==> config.mk <==
export PLATFORM = sky130hd
export DESIGN_NAME = mbox_irq_unit
export DESIGN_NICKNAME = d
export VERILOG_FILES = /design/src/rtl/mbox_pkg.sv /design/src/rtl/mbox_decode.sv /design/src/rtl/mbox_store.sv /design/src/rtl/mbox_irq_ctrl.sv /design/src/rtl/mbox_rd_port.sv /design/src/rtl/mbox_irq_unit.sv
export SDC_FILE = /design/constraint.sdc
export NUM_CORES = 1
export LEC_CHECK = 0
export BUFFER_PORTS_ARGS = -buffer_cell sky130_fd_sc_hd__buf_2
export CAP_MARGIN = 25
export CORE_MARGIN = 5
export CORE_UTILIZATION = 59
export DETAILED_ROUTE_END_ITERATION = 12
export PLACE_DENSITY_LB_ADDON = 0.2
export SLEW_MARGIN = 20
export SYNTH_ARGS = -nofsm -noshare
export SYNTH_HDL_FRONTEND = slang
export SYNTH_SLANG_ARGS = --single-unit
==> constraint.sdc <==
create_clock -name clk -period 2.4 [get_ports clk]
set_input_delay 0.48 -clock clk [delete_from_list [all_inputs] [get_ports clk]]
set_output_delay 0.48 -clock clk [all_outputs]
set_load 0.05 [all_outputs]
==> src/rtl/mbox_pkg.sv <==
// Package: shared types for the inter-port mailbox unit.
// Assumes nothing beyond the user modules importing it.
package mbox_pkg;

    // Kind of word addressed inside one port's mailbox space.
    typedef enum logic [2:0] {
        RG_NONE   = 3'd0,
        RG_OWN    = 3'd1,
        RG_PEER   = 3'd2,
        RG_MASK   = 3'd3,
        RG_CAUSE  = 3'd4,
        RG_STATUS = 3'd5
    } region_e;

    localparam int BYTE_W = 8;

endpackage

==> src/rtl/mbox_decode.sv <==
// Module: mbox_decode
// Turns one port's bus signals into per-mailbox strobes and a region code.
// Assumes NUM_MBOX is a power of two (>= 2). The space is laid out as own
// words, then peer words, then mask, cause and status.
module mbox_decode
    import mbox_pkg::*;
#(
    parameter int NUM_MBOX = 4,
    parameter int ADDR_W   = 4,
    parameter int BE_W     = 2,
    parameter int IDX_W    = 2
) (
    input  logic                           sel_n,
    input  logic                           ce,
    input  logic                           we,
    input  logic [BE_W-1:0]                be,
    input  logic [ADDR_W-1:0]              addr,
    output region_e                        region,
    output logic [IDX_W-1:0]               idx,
    output logic                           rd_acc,
    output logic [NUM_MBOX-1:0][BE_W-1:0]  own_lane_wr,
    output logic [NUM_MBOX-1:0]            peer_rd_hi,
    output logic                           mask_wr
);

    localparam int unsigned OFF_PEER   = NUM_MBOX;
    localparam int unsigned OFF_MASK   = 2 * NUM_MBOX;
    localparam int unsigned OFF_CAUSE  = OFF_MASK + 1;
    localparam int unsigned OFF_STATUS = OFF_MASK + 2;

    logic acc;
    logic wr_acc;

    assign acc    = !sel_n && ce;
    assign wr_acc = acc && we;
    assign rd_acc = acc && !we;
    assign idx    = addr[IDX_W-1:0];

    // Classify the offset into a region of the mailbox space.
    always_comb begin
        int unsigned a;
        a = 32'(addr);
        if (a < OFF_PEER)         region = RG_OWN;
        else if (a < OFF_MASK)    region = RG_PEER;
        else if (a == OFF_MASK)   region = RG_MASK;
        else if (a == OFF_CAUSE)  region = RG_CAUSE;
        else if (a == OFF_STATUS) region = RG_STATUS;
        else                      region = RG_NONE;
    end

    assign mask_wr = wr_acc && (region == RG_MASK) && be[0];

    // One set of strobes per mailbox slot.
    for (genvar n = 0; n < NUM_MBOX; n++) begin : g_strobe
        assign own_lane_wr[n] = (wr_acc && region == RG_OWN && idx == IDX_W'(n))
                                ? be : '0;
        assign peer_rd_hi[n]  = rd_acc && region == RG_PEER &&
                                idx == IDX_W'(n) && be[BE_W-1];
    end

endmodule

==> src/rtl/mbox_store.sv <==
// Module: mbox_store
// Holds one port's mailbox words, written per byte lane by the owner only.
// Assumes DATA_W is a multiple of 8. Reads happen outside and never touch it.
module mbox_store
    import mbox_pkg::*;
#(
    parameter int NUM_MBOX = 4,
    parameter int DATA_W   = 16,
    parameter int BE_W     = DATA_W / BYTE_W
) (
    input  logic                            clk,
    input  logic                            rst_n,
    input  logic [NUM_MBOX-1:0][BE_W-1:0]   lane_wr,
    input  logic [DATA_W-1:0]               wdata,
    output logic [NUM_MBOX-1:0][DATA_W-1:0] words
);

    logic [BYTE_W-1:0] byte_q [NUM_MBOX][BE_W];
    logic [NUM_MBOX-1:0] word_hit;

    for (genvar n = 0; n < NUM_MBOX; n++) begin : g_word
        assign word_hit[n] = |lane_wr[n];
        for (genvar b = 0; b < BE_W; b++) begin : g_lane
            // Store one byte of one mailbox when its lane strobe is set.
            always_ff @(posedge clk) begin
                if (!rst_n)
                    byte_q[n][b] <= '0;
                else if (lane_wr[n][b])
                    byte_q[n][b] <= wdata[b*BYTE_W +: BYTE_W];
            end
            assign words[n][b*BYTE_W +: BYTE_W] = byte_q[n][b];
        end
    end

    // the decoder addresses at most one mailbox per cycle.
    assert_single_word_R3: assert property (@(posedge clk) disable iff (!rst_n)
        $onehot0(word_hit));

    // without a write strobe the stored words stay as they are.
    assert_hold_without_write_R6: assert property (@(posedge clk) disable iff (!rst_n)
        !(|word_hit) |=> $stable(words));

endmodule

==> src/rtl/mbox_irq_ctrl.sv <==
// Module: mbox_irq_ctrl
// Keeps the mask, the pending (status) bits and the cause bits of one
// receiving port, and drives that port's interrupt line.
// Assumes the set and clear vectors are single-cycle strobes.
module mbox_irq_ctrl #(
    parameter int NUM_MBOX = 4
) (
    input  logic                clk,
    input  logic                rst_n,
    input  logic [NUM_MBOX-1:0] set,
    input  logic [NUM_MBOX-1:0] clr,
    input  logic                mask_wr,
    input  logic [NUM_MBOX-1:0] mask_wdata,
    output logic [NUM_MBOX-1:0] mask,
    output logic [NUM_MBOX-1:0] cause,
    output logic [NUM_MBOX-1:0] status,
    output logic                irq
);

    logic [NUM_MBOX-1:0] pend_q;

    // Mask register, written by the receiving port.
    always_ff @(posedge clk) begin
        if (!rst_n)
            mask <= '0;
        else if (mask_wr)
            mask <= mask_wdata;
    end

    // Pending bits: a set in the same cycle beats a clear.
    always_ff @(posedge clk) begin
        if (!rst_n)
            pend_q <= '0;
        else
            pend_q <= (pend_q & ~clr) | set;
    end

    // Cause bits: only events that arrive unmasked are recorded.
    always_ff @(posedge clk) begin
        if (!rst_n)
            cause <= '0;
        else
            cause <= (cause & ~clr) | (set & ~mask);
    end

    assign status = pend_q;
    assign irq    = |(pend_q & ~mask);

    // every source set in a cycle is pending in the next one.
    assert_set_wins_R11: assert property (@(posedge clk) disable iff (!rst_n)
        |set |=> ((pend_q & $past(set)) == $past(set)));

    // a clear without a competing set removes the pending bit.
    assert_clear_takes_R6: assert property (@(posedge clk) disable iff (!rst_n)
        |(clr & ~set) |=> ((pend_q & $past(clr & ~set)) == '0));

    // an event on a masked source leaves a clear cause bit clear.
    assert_masked_no_cause_R9: assert property (@(posedge clk) disable iff (!rst_n)
        |(set & mask & ~cause) |=> ((cause & $past(set & mask & ~cause)) == '0));

    // a cause bit is never set without its source pending.
    assert_cause_in_status_R9: assert property (@(posedge clk) disable iff (!rst_n)
        (cause & ~pend_q) == '0);

    // the interrupt only rises after an event or a mask change.
    assert_irq_rise_R10: assert property (@(posedge clk) disable iff (!rst_n)
        $rose(irq) |-> ($past(|set) || $past(mask_wr)));

endmodule

==> src/rtl/mbox_rd_port.sv <==
// Module: mbox_rd_port
// Registered read path of one port: selects the addressed word and returns
// it one cycle later, or zero when there was no read.
// Assumes the region code comes from mbox_decode of the same port.
module mbox_rd_port
    import mbox_pkg::*;
#(
    parameter int NUM_MBOX = 4,
    parameter int DATA_W   = 16,
    parameter int IDX_W    = 2
) (
    input  logic                            clk,
    input  logic                            rst_n,
    input  logic                            rd_acc,
    input  region_e                         region,
    input  logic [IDX_W-1:0]                idx,
    input  logic [NUM_MBOX-1:0][DATA_W-1:0] own_words,
    input  logic [NUM_MBOX-1:0][DATA_W-1:0] peer_words,
    input  logic [NUM_MBOX-1:0]             mask,
    input  logic [NUM_MBOX-1:0]             cause,
    input  logic [NUM_MBOX-1:0]             status,
    output logic [DATA_W-1:0]               rdata
);

    logic [DATA_W-1:0] rd_sel;

    // Pick the word for the addressed region.
    always_comb begin
        unique case (region)
            RG_OWN:    rd_sel = own_words[idx];
            RG_PEER:   rd_sel = peer_words[idx];
            RG_MASK:   rd_sel = DATA_W'(mask);
            RG_CAUSE:  rd_sel = DATA_W'(cause);
            RG_STATUS: rd_sel = DATA_W'(status);
            default:   rd_sel = '0;
        endcase
    end

    // Register the read word; zero when the port did not read.
    always_ff @(posedge clk) begin
        if (!rst_n)
            rdata <= '0;
        else
            rdata <= rd_acc ? rd_sel : '0;
    end

    // a cycle without a read access returns zero next cycle.
    assert_idle_reads_zero_R2: assert property (@(posedge clk) disable iff (!rst_n)
        !rd_acc |=> (rdata == '0));

endmodule

==> src/rtl/mbox_irq_unit.sv <==
// Module: mbox_irq_unit
// Two-port mailbox with per-mailbox interrupts. Each port owns NUM_MBOX
// words; a write of a word's upper byte interrupts the peer, and the peer
// clears it by reading that upper byte.
// Assumes one shared clock for both ports and NUM_MBOX a power of two <= 8.
module mbox_irq_unit
    import mbox_pkg::*;
#(
    parameter  int NUM_MBOX = 4,
    parameter  int DATA_W   = 16,
    localparam int ADDR_W   = $clog2(NUM_MBOX) + 2,
    localparam int BE_W     = DATA_W / BYTE_W
) (
    input  logic              clk,
    input  logic              rst_n,
    input  logic              a_sel_n,
    input  logic              a_ce,
    input  logic              a_we,
    input  logic [BE_W-1:0]   a_be,
    input  logic [ADDR_W-1:0] a_addr,
    input  logic [DATA_W-1:0] a_wdata,
    output logic [DATA_W-1:0] a_rdata,
    output logic              a_irq,
    input  logic              b_sel_n,
    input  logic              b_ce,
    input  logic              b_we,
    input  logic [BE_W-1:0]   b_be,
    input  logic [ADDR_W-1:0] b_addr,
    input  logic [DATA_W-1:0] b_wdata,
    output logic [DATA_W-1:0] b_rdata,
    output logic              b_irq
);

    localparam int NPORT = 2;
    localparam int IDX_W = $clog2(NUM_MBOX);

    // Port signals gathered into arrays so both ports share one generate body.
    logic                            sel_n_v [NPORT];
    logic                            ce_v    [NPORT];
    logic                            we_v    [NPORT];
    logic [BE_W-1:0]                 be_v    [NPORT];
    logic [ADDR_W-1:0]               addr_v  [NPORT];
    logic [DATA_W-1:0]               wdata_v [NPORT];
    logic [DATA_W-1:0]               rdata_v [NPORT];
    logic                            irq_v   [NPORT];

    region_e                         region_v [NPORT];
    logic [IDX_W-1:0]                idx_v    [NPORT];
    logic                            rd_acc_v [NPORT];
    logic [NUM_MBOX-1:0][BE_W-1:0]   lane_v   [NPORT];
    logic [NUM_MBOX-1:0]             hi_wr_v  [NPORT];
    logic [NUM_MBOX-1:0]             clr_v    [NPORT];
    logic                            mask_wr_v[NPORT];
    logic [NUM_MBOX-1:0][DATA_W-1:0] words_v  [NPORT];
    logic [NUM_MBOX-1:0]             mask_v   [NPORT];
    logic [NUM_MBOX-1:0]             cause_v  [NPORT];
    logic [NUM_MBOX-1:0]             status_v [NPORT];

    assign sel_n_v[0] = a_sel_n;  assign sel_n_v[1] = b_sel_n;
    assign ce_v[0]    = a_ce;     assign ce_v[1]    = b_ce;
    assign we_v[0]    = a_we;     assign we_v[1]    = b_we;
    assign be_v[0]    = a_be;     assign be_v[1]    = b_be;
    assign addr_v[0]  = a_addr;   assign addr_v[1]  = b_addr;
    assign wdata_v[0] = a_wdata;  assign wdata_v[1] = b_wdata;
    assign a_rdata    = rdata_v[0];
    assign b_rdata    = rdata_v[1];
    assign a_irq      = irq_v[0];
    assign b_irq      = irq_v[1];

    for (genvar p = 0; p < NPORT; p++) begin : g_port
        localparam int PEER = NPORT - 1 - p;

        mbox_decode #(
            .NUM_MBOX (NUM_MBOX),
            .ADDR_W   (ADDR_W),
            .BE_W     (BE_W),
            .IDX_W    (IDX_W)
        ) u_dec (
            .sel_n       (sel_n_v[p]),
            .ce          (ce_v[p]),
            .we          (we_v[p]),
            .be          (be_v[p]),
            .addr        (addr_v[p]),
            .region      (region_v[p]),
            .idx         (idx_v[p]),
            .rd_acc      (rd_acc_v[p]),
            .own_lane_wr (lane_v[p]),
            .peer_rd_hi  (clr_v[p]),
            .mask_wr     (mask_wr_v[p])
        );

        // Upper-lane write strobes of this port's own words.
        for (genvar n = 0; n < NUM_MBOX; n++) begin : g_hi
            assign hi_wr_v[p][n] = lane_v[p][n][BE_W-1];
        end

        mbox_store #(
            .NUM_MBOX (NUM_MBOX),
            .DATA_W   (DATA_W),
            .BE_W     (BE_W)
        ) u_store (
            .clk     (clk),
            .rst_n   (rst_n),
            .lane_wr (lane_v[p]),
            .wdata   (wdata_v[p]),
            .words   (words_v[p])
        );

        // Events toward this port come from the peer's upper-lane writes.
        mbox_irq_ctrl #(
            .NUM_MBOX (NUM_MBOX)
        ) u_irq (
            .clk        (clk),
            .rst_n      (rst_n),
            .set        (hi_wr_v[PEER]),
            .clr        (clr_v[p]),
            .mask_wr    (mask_wr_v[p]),
            .mask_wdata (wdata_v[p][NUM_MBOX-1:0]),
            .mask       (mask_v[p]),
            .cause      (cause_v[p]),
            .status     (status_v[p]),
            .irq        (irq_v[p])
        );

        mbox_rd_port #(
            .NUM_MBOX (NUM_MBOX),
            .DATA_W   (DATA_W),
            .IDX_W    (IDX_W)
        ) u_rd (
            .clk        (clk),
            .rst_n      (rst_n),
            .rd_acc     (rd_acc_v[p]),
            .region     (region_v[p]),
            .idx        (idx_v[p]),
            .own_words  (words_v[p]),
            .peer_words (words_v[PEER]),
            .mask       (mask_v[p]),
            .cause      (cause_v[p]),
            .status     (status_v[p]),
            .rdata      (rdata_v[p])
        );
    end

endmodule

==> results_dict.tcl, run 1 <==
set metrics [dict create \
    outcome "finished, final reports clean" \
    tightestPinTransition_ps 664.3 \
    pwr-share-seq_pct 52.0 \
    drt-pass1-iter-count 5 \
    synth_top_area_share_pct 43.13 \
    synth_xor_area_share_pct 0 \
    synth_top_family_by_area "multiplexers" \
    diodes 0 \
    clock_latency_ps 440 \
    cpPeakStageDelay_ps 380 \
    nNetsFinal 834 \
    wire_per_inst_um 22.78 \
    ys_seq_elements 184 \
    die_x_um 132.9 \
    max_freq_mhz 502.4 \
    grt_max_degree 21 \
    required_ps 1920 \
    switchingPower_w 0.001651 \
    rows 45 \
    synth-compound-area-share_pct 5.700 \
    grt_pass1_vias 6259 \
    synth_common_cells "129 x and2_1, 128 x edfxtp_1, 59 x nor2_1, 58 x mux2i_1, 56 x dfxtp_1" \
    yosys.area.top_type "edfxtp_1" \
    p_leak_nw 3.920 \
    path_class "reg2out" \
    power_density_nw_per_um2 669.0 \
    timing.critical_path.buf_inv 2 \
    cts_resized 0 \
    startpoint_type "register" \
    final_util_pct 68.47 \
    cp_max_fo 3 \
    area_growth_syn_to_layout_pct 15.50 \
    ios 86 \
    via_per_inst 6.202 \
    internal_power_w 0.005236 \
    cts_tree "built" \
    synth_area_leaders "edfxtp_1 43%, mux4_2 13%, dfxtp_1 13%" \
    initialDrtViolationCount 558 \
    synthSimpleGateAreaFrac_pct 15.50 \
    place.detailed.hpwl_um 16940 \
    syn_nets 721 \
    wl_um 22390 \
    skew_ps 9.017 \
    synth.distinct_cells 47 \
    cts.path.max_buffers 2 \
    fin_setup_tns_ps 0 \
    drc 0 \
    setup_viol 0 \
    comb_power_share_pct 9.8 \
    synthesis.instances 669 \
    cts_root_buf "clkbuf_16" \
    synth_ff_type "edfxtp_1" \
    critPathCaptureType "output port" \
    synth_most_common_cell "and2_1" \
    rsz0062_at_grt "false" \
    layout-drive-gt1-share_pct 28.55 \
    synthArstFlopShare_pct 0 \
    grt_pass1_wl_um 35110 \
    hold_viol_final 0 \
    die_area_um2 17660 \
    fill_cells 1061 \
    drv_slew 0 \
    maxSlewHeadroom_pct 55.55 \
    p_sw_share_pct 23.97 \
    dr_total_vias 6097 \
    drv_cap 0 \
    worst_ir_drop_vdd_mv 0.5475 \
    core_area_um2 15030 \
    slowest_stage "dfxtp_1" \
    p_clk_share_pct 38.2 \
    path_clk_slew_ps 70 \
    cts.sinks 184 \
    htreeDepth 4 \
    grt_antenna_before_repair 0 \
    synth_edf_count 128 \
    muxShareOfSynthArea_pct 20.41 \
    yosysWarnings 0 \
    ant_nets 0 \
    gp_congestion 0.9934 \
    path_delay_family "flip-flops" \
    holdBufCountCts 0 \
    critPathArrivalTime_ps 1510 \
    avgSynthCellArea_um2 13.32 \
    synthAdderAreaFrac_pct 0 \
    cts_made_buffers 17 \
    cts_setup_buffers 0 \
    ys_seq_area_share_pct 55.71 \
    grt_usage_pct 26.42 \
    syn_area_um2 8912 \
    die_h_um 132.9 \
    post-route-period-util_pct 82.94 \
    initial_core_util_pct 59.28 \
    min_period_ps 1991 \
    grt_overflow 0 \
    hold_class "in2reg" \
    port_buffers 85 \
    crit_chain "inv_1 > a22oi_1 > o221ai_1 > buf_2" \
]
-- state kept, by name, summed over array words and instances, names as in the netlist --
name,count
g_port.u_rd.rdata,32
g_port.u_store.byte_q,128
g_port.u_irq.mask,8
g_port.u_irq.cause,8
g_port.u_irq.status,8
-- power by group through the flow --
stage	Combinational [W]	Sequential, W	Clock (W)
4_1_cts	0.000670	0.00358	0.00266
3_3_place_gp	0.000652	0.00364	0
2_1_floorplan	0.000412	0.00364	0
6_report	0.000673	0.00358	0.00263
3_5_place_dp	0.000667	0.00365	0
5_1_grt	0.000716	0.00359	0.00282
-- worst paths after layout --
| kind | slack, ps | cells after the start | startpoint | endpoint |
|---|---|---|---|---|
| setup / recovery | 410 | 4 | g_port[0].u_irq.mask[2] | a_irq |
| hold / removal | 330 | 3 | b_wdata[3] | g_port[1].u_irq.mask[3] |
| setup reg to reg | 990 | 3 | g_port[0].u_store.byte_q[3][10] | g_port[1].u_rd.rdata[2] |
| hold reg to reg | 470 | 2 | g_port[0].u_irq.cause[2] | g_port[0].u_irq.cause[2] |
-- kinds of logic (layout without fill, tap and decap cells) --
group,Yosys count,count (layout)
buffers and inverters,49,175
AO/OA/AOI/OAI,80,80
AND/OR/NAND/NOR,240,240
multiplexers,116,116
flip-flops,184,184
-- cell type report --
cell class / instances / area [um2] / area share [%]
Multi-Input combinational cell: 436 / 3709 / 36.03
Clock inverter: 13 / 91.34 / 0.8873
Clock buffer: 19 / 464.2 / 4.510
Tap cell: 188 / 235.2 / 2.285
Sequential cell: 184 / 4965 / 48.23
Inverter: 15 / 56.30 / 0.5470
Timing Repair Buffer: 128 / 773.2 / 7.512
-- layer usage --
| layer | track usage (%) | vias up | part of all wire, % |
|---|---|---|---|
| li1 | - | 2737 | - |
| met1 | 32.55 | 3015 | 38 |
| met2 | 44.92 | 290 | 52 |
| met3 | 6.312 | 55 | 7.2 |
| met4 | 10.85 | 0 | 3.5 |
| met5 | 0 | - | 0 |
-- layout by cell type, fill, tap and decap left out, drive strengths merged, types with 6 or more instances in the layout --
master,instances
a21oi,6
and2,129
buf,128
clkbuf,19
clkinv,6
dfxtp,56
edfxtp,128
inv,20
mux2,6
mux2i,58
mux4,52
nand2,6
nand2b,6
nand3,7
nor2,59
nor3,6
o211ai,7
o21ai,30
o22ai,15
or2,6
-- metrics by stage --
step	hold slack [ps]	worst slack, ps	instances	instance area (um2)	total power [W]
floorplan	422.7	200.7	669	8912	0.004049
global placement	442.1	266.9	951	9738	0.004292
detailed placement	454.2	252.8	951	9738	0.004319
CTS	321.2	406.5	983	10290	0.006915
global route	351.7	348.1	983	10290	0.007124
finish	332.6	409.5	983	10290	0.006887
-- worst register-to-register path, cell delays in order (launching register included) --
cell and delay (ps):
edfxtp_1 450, mux4_2 490, a21oi_1 170, o22ai_1 130
Power figures use the tool's default switching activity.
==> run 2, diff against run 1 <==
- ABC_AREA: unset -> 1
- CORE_UTILIZATION: 59 -> 60
- clock period: 2.4 -> 1.9 ns (I/O delays scaled with it)
==> run 2 against run 1 <==
- non-clock buffer count rose by 7
- combinational power rose by 35%
- register-to-register slack got worse by 230 ps
- sequential cell count did not move
- die area rose by 1.5%
- cell area rose by 3.1%
- routed wire length rose by 20%
- synthesized area rose by 3.4%
- first-iteration DRC count rose by 89%
- clock power rose by 32%
- sequential power rose by 27%
- total power rose by 29%
- highest routed layer unchanged
==> results_dict.tcl, run 2 <==
set metrics [dict create \
    ff2ff_setup_slack_ps 760 \
    required_ps 1520 \
    hold_class "in2reg" \
    worst_ir_drop_vdd_mv 0.6880 \
    fin_ws_ps 24.28 \
    area_growth_syn_to_layout_pct 15.11 \
    synth_edf_count 128 \
    critPathArrivalTime_ps 1500 \
    p_leak_nw 4.824 \
    outcome "finished, final reports clean" \
    tightestPinTransition_ps 642.8 \
    hold_viol_final 0 \
    syn_nets 1209 \
    wire_per_inst_um 18.32 \
    post-route-period-util_pct 98.72 \
    drt-pass1-iter-count 6 \
    max_freq_mhz 533.1 \
    cts.path.max_buffers 2 \
    cts_made_buffers 17 \
    ios 86 \
    mostFrequentLayoutCell "nand2_1" \
    critPathCaptureType "output port" \
    ys_seq_area_share_pct 53.88 \
    diodes 0 \
    die_x_um 133.9 \
    r2r_cells 6 \
    cts_root_buf "clkbuf_16" \
    grt_overflow 0 \
    r2r-end "g_port[0].u_rd.rdata[9]" \
    initialDrtViolationCount 1056 \
    syn_area_um2 9215 \
    design_area_um2 10610 \
    worstHoldStart "b_wdata[0]" \
    synth_top_area_share_pct 41.71 \
    synth_area_leaders "edfxtp_1 42%, nand2_1 19%, dfxtp_1 12%" \
    whs_path_depth 3 \
    cp_max_fo 2 \
    clock_latency_ps 430 \
    drc 0 \
    cts.sinks 184 \
    synth_ff_type "edfxtp_1" \
    grt_pass1_vias 7786 \
    synth.distinct_cells 28 \
    grt_max_degree 57 \
    largest_reg_flops 128 \
    hold_end "g_port[1].u_irq.mask[0]" \
    synth_common_cells "463 x nand2_1, 179 x nor2_1, 128 x edfxtp_1, 73 x inv_1, 67 x nand3_1" \
    min_period_ps 1876 \
    cts_tree "built" \
    placed_cell_area_um2 10020 \
    synthesis.instances 1157 \
    reg2reg_from "g_port[1].u_store.byte_q[0][1]" \
    regMostFlops "g_port.u_store.byte_q" \
    nNetsFinal 1312 \
    rsz0062_at_grt "false" \
    grt_usage_pct 29.84 \
    place.detailed.hpwl_um 19270 \
    yosysWarnings 0 \
    setup_viol 0 \
    drv_cap 0 \
    yosys.area.top_type "edfxtp_1" \
    die_area_um2 17940 \
    path_clk_slew_ps 70 \
    mostFrequentLayoutCells "463 x nand2_1, 178 x nor2_1, 128 x edfxtp_1" \
    top_regs "g_port.u_store.byte_q: 128 flops, g_port.u_rd.rdata: 32 flops" \
    core_area_um2 15150 \
    grt_antenna_before_repair 0 \
    port_buffers 85 \
    maxSlewHeadroom_pct 57.10 \
    layout-drive-gt1-share_pct 16.10 \
    power_density_nw_per_um2 839.0 \
    initial_core_util_pct 60.84 \
    htreeDepth 4 \
    avgSynthCellArea_um2 7.965 \
    grt_pass1_wl_um 41050 \
    gp_congestion 0.9657 \
    via_per_inst 5.674 \
    synthArstFlopShare_pct 0 \
    rows 45 \
    wl_um 26760 \
    drv_slew 0 \
    dr_total_vias 8289 \
    place_ws_ps 42.73 \
    ys_seq_elements 184 \
    path_class "reg2out" \
    ant_nets 0 \
    die_h_um 133.9 \
    synth_most_common_cell "nand2_1" \
    skew_ps 6.366 \
    startpoint_type "register" \
]
==> run 2: cell count changes in the layout (fill, tap and decap cells not counted), sizes merged, moves of 32 or more <==
cell | before | now
and2 | 129 | 0
inv | 20 | 84
a21oi | 6 | 38
nand3 | 7 | 75
mux2i | 58 | 0
mux4 | 52 | 0
nand2 | 6 | 463
nor2 | 59 | 188
==> run 2: critical path, stage by stage, from the launching register on <==
cell and delay (ps):
dfxtp_1 340, inv_1 60, o22ai_1 180, nor2_1 80, o21ai_1 150, buf_4 250
==> run 2: per-stage QoR <==
stage	hold WS [ps]	power (W)	util (%)	cells	TNS [ps]
after floorplan	444.3	0.005146	-	1157	-1175
after global placement	456.4	0.005483	66.15	1429	0
after detailed placement	462.8	0.005493	66.15	1429	0
after CTS	222.9	0.008874	70.03	1461	0
after global routing	230.0	0.009172	70.04	1461	0
final	227.4	0.008900	70.04	1461	0
==> run 2: area by class of cell <==
cell class                 instances  area (um2)
clock buffer                      19       454.2
timing repair buffer             135       830.8
sequential                       184        4966
multi-input combinational        839        3689
inverter                          83       315.3
fill                            1241        4538
tap                              188       235.2
clock inverter                    13       117.6
==> run 2: timing repair <==
action | 4_1_cts | 5_1_grt
setup endpoints to repair | 2 | 1
hold buffers | 0 | 0
gates resized for setup | 6 | 1
pin swaps | 0 | 0
buffers inserted | 0 | 0
==> run 2: cells by family after synthesis <==
family / count (synthesis) / share of synthesized area [%]
and+or+nand+nor: 760 / 35.41
DFF: 184 / 53.88
buffers and inverters: 134 / 6.286
AOI/OAI and AO/OA: 79 / 4.426
==> run 2: where the power goes <==
group | internal (W) | switching [W]
combinational | 0.000272 | 0.000637
clock | 0.00189 | 0.00157
sequential | 0.00443 | 0.000101
==> run 2: routing by layer <==
metal | routed length (um) | share of wire (%) | track usage (%) | up-vias
li1 | - | - | - | 3940
met1 | 10570 | 39 | 40.20 | 3825
met2 | 12500 | 47 | 47.14 | 463
met3 | 2952 | 11 | 7.389 | 61
met4 | 745 | 2.8 | 11.09 | 0
met5 | 0 | 0 | 0 | -
==> run 2: worst max path at each step <==
stage	startpoint	to	slack, ps	cells after the start
final	g_port[1].u_irq.status[3]	b_irq	20	5
after global routing	g_port[0].u_irq.mask[0]	a_irq	20	4
after CTS	g_port[0].u_irq.mask[3]	a_irq	5	4
after detailed placement	b_sel_n	g_port[1].u_store.byte_q[1][11]	40	8
after global placement	b_sel_n	g_port[1].u_store.byte_q[0][10]	90	9
after floorplan	b_be[1]	g_port[1].u_store.byte_q[0][0]	-70	3
==> run 3, diff against run 2 <==
- CORE_MARGIN: 5 -> 4
==> run 3 against run 2 <==
- the flow now finishes with violations (setup timing)
- cell area up 0.84%
- non-clock buffer count unchanged
- sequential share of layout area fell by 0.37 points
- combinational power rose by 1%
- sequential power is essentially flat
- sequential cell count stayed put
- core utilization up 0.59 points
- critical path depth is the same
- cell count stayed put
- routed wire length down 0.40%
==> results_dict.tcl, run 3 (same netlist as run 2, synthesis figures left out) <==
set metrics [dict create \
    final_util_pct 70.62 \
    cp_max_fo 2 \
    htreeDepth 4 \
    gp_congestion 0.9152 \
    dr_total_vias 8420 \
    switchingPower_w 0.002376 \
    rows 45 \
    ff2ff_setup_slack_ps 790 \
    drv_cap 0 \
    initialDrtViolationCount 1140 \
    wl_um 26660 \
    fill_cells 1205 \
    reg2reg_from "g_port[1].u_store.byte_q[1][14]" \
    core_area_um2 15150 \
    violations "setup timing" \
    nNetsFinal 1312 \
    crit_chain "inv_1 > o22ai_1 > nor2_1 > o21ai_0 > buf_4" \
    power_density_nw_per_um2 860.6 \
    top_regs "g_port.u_store.byte_q: 128 flops, g_port.u_rd.rdata: 32 flops" \
    setup_viol 1 \
    layout-drive-gt1-share_pct 16.18 \
    via_per_inst 5.763 \
    total_power_w 0.009205 \
    pwr-share-seq_pct 49.3 \
    grt_usage_pct 31.21 \
    skew_ps 7.601 \
    internal_power_w 0.006829 \
    cts_made_buffers 17 \
    path_delay_family "flip-flops" \
    slowest_stage "dfxtp_1" \
    largest_reg_flops 128 \
    cts_tree "built" \
    placed_cell_area_um2 10060 \
    outcome "finished, violations left" \
    drt-pass1-iter-count 8 \
    r2r-end "g_port[1].u_rd.rdata[6]" \
    fin_ws_ps -8.047 \
    regMostFlops "g_port.u_store.byte_q" \
    grt_pass1_wl_um 42360 \
    grt_antenna_before_repair 0 \
    p_leak_nw 4.858 \
    mostFrequentLayoutCells "463 x nand2_1, 178 x nor2_1, 128 x edfxtp_1" \
    cts.path.max_buffers 2 \
    port_buffers 85 \
    whs_path_depth 3 \
    wire_per_inst_um 18.25 \
    cts_root_buf "clkbuf_16" \
    ios 86 \
    critPathArrivalTime_ps 1530 \
    grt_pass1_vias 7917 \
    cpPeakStageDelay_ps 340 \
    mostFrequentLayoutCell "nand2_1" \
    rsz0062_at_grt "false" \
    place.detailed.hpwl_um 19060 \
    post-route-period-util_pct 100.4 \
    required_ps 1520 \
    hold_class "in2reg" \
    worstHoldStart "a_wdata[1]" \
    clock_latency_ps 440 \
    critPathCaptureType "output port" \
    min_period_ps 1908 \
    grt_max_degree 31 \
    place_ws_ps 48.16 \
    path_class "reg2out" \
    ant_nets 0 \
    initial_core_util_pct 60.84 \
    hold_viol_final 0 \
    drc 0 \
    r2r_cells 6 \
    comb_power_share_pct 10.0 \
    startpoint_type "register" \
    design_area_um2 10700 \
    area_growth_syn_to_layout_pct 16.08 \
    cts_setup_buffers 0 \
    hold_end "g_port[0].u_irq.mask[1]" \
    p_clk_share_pct 40.8 \
    path_clk_slew_ps 70 \
    die_area_um2 17410 \
    diodes 0 \
    worst_ir_drop_vdd_mv 0.5815 \
    die_h_um 131.9 \
    tightestPinTransition_ps 599.7 \
    p_sw_share_pct 25.81 \
    timing.critical_path.buf_inv 2 \
    maxSlewHeadroom_pct 59.98 \
    die_x_um 131.9 \
    grt_overflow 0 \
    fin_setup_tns_ps -8.047 \
    max_freq_mhz 524.1 \
    drv_slew 0 \
    cts.sinks 184 \
]
==> run 3: changes by cell type in the layout (fill, tap and decap cells not counted), moves of 2 or more <==
cell,previous run,this run
bufinv_16,1,3
inv_8,0,3
clkinv_2,5,1
dfxtp_2,1,3
inv_6,3,5
clkinv_4,3,1
buf_12,2,5
buf_4,50,46
dfxtp_1,55,53
==> run 3: power by group through the flow <==
stage | sequential, W | combinational [W] | clock, W
final | 0.00453 | 0.000919 | 0.00375
after global routing | 0.00455 | 0.00101 | 0.00394
after CTS | 0.00453 | 0.000899 | 0.00377
after detailed placement | 0.00461 | 0.000892 | 0
after global placement | 0.00461 | 0.000882 | 0
after floorplan | 0.00460 | 0.000548 | 0
==> run 3: metal layers <==
metal  wire [um]  part of all wire [%]  track usage (%)
met4         900                   3.4            11.90
met5           0                     0                0
met3        2978                    11            5.038
met1       10800                    40            44.67
met2       11980                    45            48.20
==> run 3: worst max-delay path by stage <==
| stage | to | cells after the start | slack (ps) | startpoint |
|---|---|---|---|---|
| 2_1_floorplan | g_port[1].u_store.byte_q[0][0] | 3 | -70 | b_be[1] |
| 3_3_place_gp | g_port[0].u_store.byte_q[1][4] | 7 | 90 | a_sel_n |
| 3_5_place_dp | g_port[0].u_store.byte_q[3][2] | 7 | 50 | a_sel_n |
| 4_1_cts | a_irq | 4 | 3 | g_port[0].u_irq.mask[2] |
| 5_1_grt | b_irq | 5 | 0.5 | g_port[1].u_irq.status[3] |
| 6_report | b_irq | 5 | -8 | g_port[1].u_irq.status[3] |
==> run 3: timing repair <==
action / CTS / global route
hold buffers: 0 / 0
cloned: 0 / 0
setup endpoints to repair: 2 / 2
gates resized for setup: 5 / 4
hold endpoints to repair: 0 / 0
==> run 3: final cells by class <==
class / count / area (um2) / area share (%)
timing repair buffer: 135 / 872.1 / 8.153
multi-input combinational: 839 / 3689 / 34.48
tap: 188 / 235.2 / 2.199
clock inverter: 14 / 187.7 / 1.755
clock buffer: 18 / 429.2 / 4.012
sequential: 184 / 4969 / 46.45
inverter: 83 / 315.3 / 2.948
==> run 3: worst register-to-register path: cells and delay by family (launching register included) <==
family | cells | cell delay, ps
DFF | 1 | 400
AOI/OAI and AO/OA | 1 | 230
and+or+nand+nor | 5 | 400
==> run 3: per-stage QoR <==
step,cells,hold slack [ps]
floorplan,1157,444.3
global placement,1429,459.4
detailed placement,1429,463.0
CTS,1461,211.8
global route,1461,249.7
finish,1461,233.1
